File: src/rtl/spi_dma_gate.sv
module spi_dma_gate #(
  parameter int DEPTH = 8,
  localparam int LW = $clog2(DEPTH + 1)
) (
  input  logic          clk,
  input  logic          rst_n,
  input  logic          dma_en,
  input  logic          tx_dma_en,
  input  logic          rx_dma_en,
  input  logic          rx_flush,
  input  logic          tx_wr,
  input  logic          tx_rd,
  input  logic          rx_wr,
  input  logic          rx_rd,
  input  logic          tx_ack,
  input  logic          rx_ack,
  input  logic [3:0]    flag_clr,
  output logic          tx_req,
  output logic          rx_req,
  output logic [LW-1:0] tx_level,
  output logic [LW-1:0] rx_level,
  output logic [3:0]    flags,
  output logic          irq
);
  localparam logic [LW-1:0] FULL = LW'(DEPTH);
  localparam logic [LW-1:0] ONE  = LW'(1);

  logic [LW-1:0] tx_cnt, rx_cnt;
  logic          tx_hold, rx_hold;
  logic [3:0]    flg;

  wire tx_full  = (tx_cnt == FULL);
  wire tx_empty = (tx_cnt == '0);
  wire rx_full  = (rx_cnt == FULL);
  wire rx_empty = (rx_cnt == '0);

  wire tx_wr_ok = tx_wr & ~tx_full;
  wire tx_rd_ok = tx_rd & ~tx_empty;
  wire rx_wr_ok = rx_wr & ~rx_full & ~rx_flush;
  wire rx_rd_ok = rx_rd & ~rx_empty & ~rx_flush;

  wire ev_tx = tx_rd_ok & ~tx_wr_ok & (tx_cnt == ONE) & ~dma_en;
  wire ev_rx = rx_wr_ok & ~dma_en;
  wire ev_ur = tx_rd & tx_empty;
  wire ev_of = rx_wr & rx_full & ~rx_flush;

  always_ff @(posedge clk or negedge rst_n) begin
    if (!rst_n) begin
      tx_cnt  <= '0;
      rx_cnt  <= '0;
      tx_hold <= 1'b0;
      rx_hold <= 1'b0;
      flg     <= '0;
    end else begin
      tx_hold <= tx_ack;
      rx_hold <= rx_ack;
      case ({tx_wr_ok, tx_rd_ok})
        2'b10:   tx_cnt <= tx_cnt + ONE;
        2'b01:   tx_cnt <= tx_cnt - ONE;
        default: tx_cnt <= tx_cnt;
      endcase
      if (rx_flush)
        rx_cnt <= '0;
      else
        case ({rx_wr_ok, rx_rd_ok})
          2'b10:   rx_cnt <= rx_cnt + ONE;
          2'b01:   rx_cnt <= rx_cnt - ONE;
          default: rx_cnt <= rx_cnt;
        endcase
      flg <= (flg & ~flag_clr) | {ev_of, ev_ur, ev_rx, ev_tx};
    end
  end

  assign tx_req   = dma_en & tx_dma_en & ~tx_full & ~tx_hold;
  assign rx_req   = dma_en & rx_dma_en & ~rx_empty & ~rx_hold;
  assign tx_level = tx_cnt;
  assign rx_level = rx_cnt;
  assign flags    = flg;
  assign irq      = |flg;

  assert_no_req_when_off_R1: assert property (@(posedge clk) disable iff (!rst_n)
    !dma_en |-> !tx_req && !rx_req);
  assert_tx_gap_R4: assert property (@(posedge clk) disable iff (!rst_n)
    tx_ack |=> !tx_req);
  assert_rx_gap_R4: assert property (@(posedge clk) disable iff (!rst_n)
    rx_ack |=> !rx_req);
  assert_level_range_R5: assert property (@(posedge clk) disable iff (!rst_n)
    tx_level <= FULL && rx_level <= FULL);
  assert_underrun_flag_R6: assert property (@(posedge clk) disable iff (!rst_n)
    tx_rd && tx_level == '0 |=> flags[2] && tx_level == '0);
  assert_overflow_flag_R7: assert property (@(posedge clk) disable iff (!rst_n)
    rx_wr && !rx_flush && rx_level == FULL && !rx_rd |=> flags[3] && rx_level == FULL);
  assert_rx_flag_quiet_R8: assert property (@(posedge clk) disable iff (!rst_n)
    $rose(flags[1]) |-> !$past(dma_en));
  assert_tx_flag_quiet_R8: assert property (@(posedge clk) disable iff (!rst_n)
    $rose(flags[0]) |-> !$past(dma_en));
endmodule

File: config.mk
export PLATFORM = sky130hd
export DESIGN_NAME = spi_dma_gate
export DESIGN_NICKNAME = d
export VERILOG_FILES = /design/src/rtl/spi_dma_gate.sv
export SDC_FILE = /design/constraint.sdc
export NUM_CORES = 1
export LEC_CHECK = 0
export BUFFER_PORTS_ARGS = -buffer_cell sky130_fd_sc_hd__buf_2
export CORE_ASPECT_RATIO = 1.25
export CORE_UTILIZATION = 45
export CTS_BUF_LIST = sky130_fd_sc_hd__clkbuf_8
export DETAILED_ROUTE_END_ITERATION = 10
export PLACE_DENSITY_LB_ADDON = 0.25
export SETUP_SLACK_MARGIN = 0.4
export SYNTH_ARGS = -nofsm -noshare
export SYNTH_HDL_FRONTEND = slang
export SYNTH_SLANG_ARGS = --single-unit
export TNS_END_PERCENT = 10
File: constraint.sdc
create_clock -name clk -period 5.99 [get_ports clk]
set_input_delay 0.599 -clock clk [delete_from_list [all_inputs] [get_ports clk]]
set_output_delay 0.599 -clock clk [all_outputs]
set_load 0.05 [all_outputs]
==> flow_summary.ini <==
[synth]
yosysWarnings = 0
yosys-top-cells-area = sky130_fd_sc_hd__dfrtp_1 (42%), sky130_fd_sc_hd__ha_1 (9.0%), sky130_fd_sc_hd__xnor2_1 (5.3%)
mappedNetlistNets = 106
synth_area_um2 = 833.3
synth_cells = 84
synth_seq_area_share_pct = 42.04
postSynthAreaPerCell_um2 = 9.920
synth-edff-count = 0
synth-async-reset-ratio_pct = 100.0
synth_largest_area_cell = sky130_fd_sc_hd__dfrtp_1
synth_top_cell_area_share_pct = 42.04
post_synth_cell_types = 33
postSynthRegisterBits = 14
top_reg_cell_synth = sky130_fd_sc_hd__dfrtp_1

[clocking]
cts.reportedPaths.clkPinSlew_ns = 0.06
tritoncts = built
cts.sink_count = 14
cts_buffers = 3
clockRootBuffer = sky130_fd_sc_hd__clkbuf_8
cts_repair_resize_count = 0
cts-root-to-sink-buffers = 2
buffer_count_from_post_cts_setup_fixing = 0
cts_max_level = 1
clk-insertion-delay-late_ns = 0.24
cts_hold_buf = 0

[worst_setup_path]
data_required_time_of_the_worst_path_ns = 6.11
cp_num_buf_inv = 1
cp.depth = 8
arrival_ns = 2.68
crit_path_start_kind = register
cp_cell_sequence = or4b_4, a211o_1, clkinv_2, ha_1, a31oi_1, o31a_1, a2bb2oi_2, mux2i_1
critPathKind = reg -> reg
crit-reg2reg-capture = rx_level[3]
r2r_slack_ns = 3.43
worst_r2r_startpoint = rx_level[1]
end_kind = register
worst-path-max-fanout = 8
worst_path_dominant_cell_family = compound AO/OA/AOI/OAI gates
critical-path-slowest-cell = sky130_fd_sc_hd__or4b_4
max_stage_delay_ns = 0.61
reg2reg_depth = 8

[pwr]
power.clock.fraction_pct = 19.3
vdd_ir_drop_max_mv = 0.2103
power_density_nw_per_um2 = 442.3
swShare_pct = 46.65
power.static_leakage_nw = 0.5459
share_comb_of_total_power_pct = 49.9
share_seq_of_total_power_pct = 30.8
total_power_uw = 469.8
p_switching_uw = 219.2
p_int_uw = 250.6

[sta]
report.final.slew_viol_count = 0
final.period_utilization_pct = 42.78
timing.setup.tns_ns = 0
fin_skew_ns = 0.0008775
rsz0062_at_grt = no
finalCriticalPeriod_ns = 2.562
final-hold-violation-count = 0
slew_headroom_pct = 71.04
worst_margin_slew_ns = 0.4309
finalSetupViolations = 0
fmaxAchievable_mhz = 390.3

[global_route]
antenna_violations_before_repair = 0
global_route.overflow_total = 0
grt_max_degree = 15
global_route_wire_length_before_repair_um = 2725
globalRouteTotalUtil_pct = 19.34
grt_pass1_vias = 711

[detailed_routing]
route.detailed.vias_per_inst = 5.350
drtIter0Drc = 9
drt_first_pass_iters = 4
drt_drc_violations_left = 0
detailroute.via_count = 733
detail_route.wl_per_cell_um = 11.67
routed_wire_length_um = 1599
postRouteAntennaNets = 0

[die]
std_cell_rows = 17
initial_utilization_pct = 47.78
design.portCount = 31
die_width_um = 40.49
die_area_um2 = 2029
core_region_area_um2 = 1744
die_y_um = 50.11

[final_layout]
stdcell_count = 137
antenna_cells = 0
area_growth_syn_to_layout_pct = 27.48
final_layout_size_suffix_gt1_share_pct = 33.05
final_util_pct = 60.90
layout.filler_cells = 160
num-nets-final = 141
fin_area_um2 = 1062

[placement]
gp_routability_congestion = 0.7534
place.detailed.instances = 133
numPortBuffers = 30
dp_wirelength_um = 1289
placement.cell_area_um2 = 1007

[flow_run]
max_cap_viol_count = 0

[run_status]
outcome = finished, final reports clean

[worst_hold_path]
hold_class = in -> async
==> placed cells by master, fill, tap and decap left out <==
| master | n |
|---|---|
| sky130_fd_sc_hd__a21oi_1 | 3 |
| sky130_fd_sc_hd__ha_1 | 6 |
| sky130_fd_sc_hd__nor2_1 | 3 |
| sky130_fd_sc_hd__o211ai_1 | 1 |
| sky130_fd_sc_hd__o21ai_0 | 3 |
| sky130_fd_sc_hd__clkbuf_8 | 4 |
| sky130_fd_sc_hd__nand2b_1 | 3 |
| sky130_fd_sc_hd__nor3_1 | 3 |
| sky130_fd_sc_hd__o21ai_1 | 1 |
| sky130_fd_sc_hd__inv_1 | 9 |
| sky130_fd_sc_hd__xor2_1 | 2 |
| sky130_fd_sc_hd__or3_1 | 1 |
| sky130_fd_sc_hd__and4b_1 | 1 |
| sky130_fd_sc_hd__a22oi_1 | 1 |
| sky130_fd_sc_hd__nor4_2 | 1 |
| sky130_fd_sc_hd__nor3_2 | 1 |
| sky130_fd_sc_hd__dfrtp_1 | 14 |
| sky130_fd_sc_hd__nand3_1 | 3 |
| sky130_fd_sc_hd__clkinv_2 | 1 |
| sky130_fd_sc_hd__or4b_4 | 1 |
| sky130_fd_sc_hd__a211o_1 | 1 |
| sky130_fd_sc_hd__mux2i_1 | 2 |
| sky130_fd_sc_hd__a2bb2oi_2 | 1 |
| sky130_fd_sc_hd__nand4_1 | 1 |
| sky130_fd_sc_hd__or4_1 | 1 |
| sky130_fd_sc_hd__a31oi_1 | 1 |
| sky130_fd_sc_hd__o22ai_1 | 2 |
| sky130_fd_sc_hd__a21boi_1 | 1 |
| sky130_fd_sc_hd__o31a_1 | 1 |
| sky130_fd_sc_hd__nor2b_1 | 2 |
| sky130_fd_sc_hd__nand2_1 | 6 |
| sky130_fd_sc_hd__xnor2_1 | 5 |
| sky130_fd_sc_hd__nor3b_1 | 1 |
| sky130_fd_sc_hd__buf_2 | 30 |
| sky130_fd_sc_hd__o211a_1 | 1 |
==> final cells by class <==
cell class	instances	area, um^2	share of cell area [%]
Sequential cell	14	350.3	32.98
Multi-Input combinational cell	60	444.2	41.81
Timing Repair Buffer	30	150.1	14.13
Clock buffer	4	55.05	5.183
Inverter	10	38.79	3.651
Tap cell	19	23.77	2.238
==> sequential cells by signal (all words and copies together) (netlist names) <==
register,count
flags,4
rx_hold,1
tx_hold,1
rx_level,4
tx_level,4
==> metrics by stage <==
stage / setup WS, ns / hold WS [ns]
6_report: 3.428 / 0.2415
5_1_grt: 3.281 / 0.2621
4_1_cts: 3.414 / 0.2556
3_5_place_dp: 3.393 / 0.5168
3_3_place_gp: 3.477 / 0.5114
2_1_floorplan: 3.297 / 0.3034
==> synthesized netlist by cell type, types with 2 or more instances <==
cell type                  instances
sky130_fd_sc_hd__nand2_1           6
sky130_fd_sc_hd__inv_1             9
sky130_fd_sc_hd__nor2b_1           2
sky130_fd_sc_hd__ha_1              6
sky130_fd_sc_hd__mux2i_1           2
sky130_fd_sc_hd__a21oi_1           3
sky130_fd_sc_hd__nor3_1            3
sky130_fd_sc_hd__o21ai_0           3
sky130_fd_sc_hd__nand3_1           3
sky130_fd_sc_hd__nor2_1            3
sky130_fd_sc_hd__xor2_1            2
sky130_fd_sc_hd__xnor2_1           5
sky130_fd_sc_hd__o22ai_1           2
sky130_fd_sc_hd__dfrtp_1          14
sky130_fd_sc_hd__nand2b_1          3
==> worst max path at each step <==
| stage | from | to | slack (ns) |
|---|---|---|---|
| 3_5_place_dp | rx_flush | rx_level[3] | 3.39 |
| 6_report | rx_level[1] | rx_level[3] | 3.43 |
| 5_1_grt | rx_level[1] | rx_level[3] | 3.28 |
| 2_1_floorplan | rx_level[1] | rx_level[3] | 3.30 |
| 4_1_cts | rx_level[1] | rx_level[3] | 3.41 |
| 3_3_place_gp | rx_level[1] | rx_level[3] | 3.48 |
==> kinds of logic (layout without fill, tap and decap cells) <==
logic type,Yosys count,after routing,share of synthesized area (%)
AO/OA/AOI/OAI,17,17,14.26
XOR/XNOR,7,7,7.358
adder cells (fa/ha/maj),6,6,9.009
buffers and inverters,10,44,4.654
flip-flops,14,14,42.04
multiplexers,2,2,2.402
AND/OR/NAND/NOR,28,28,20.27
==> power by group through the flow <==
stage	Clock [mW]	Combinational [mW]	Sequential, mW
finish	0.0905	0.235	0.145
global placement	0	0.232	0.145
detailed placement	0	0.236	0.147
CTS	0.0928	0.237	0.146
floorplan	0	0.110	0.219
global route	0.0989	0.259	0.149
==> per-layer routing <==
layer	up-vias	track usage [%]	routed length (um)
met5	-	0	0
met4	0	8.333	19
met3	2	2.703	76
met2	23	34.39	804
met1	346	20.87	698
li1	362	-	-
Power figures use the tool's default switching activity.
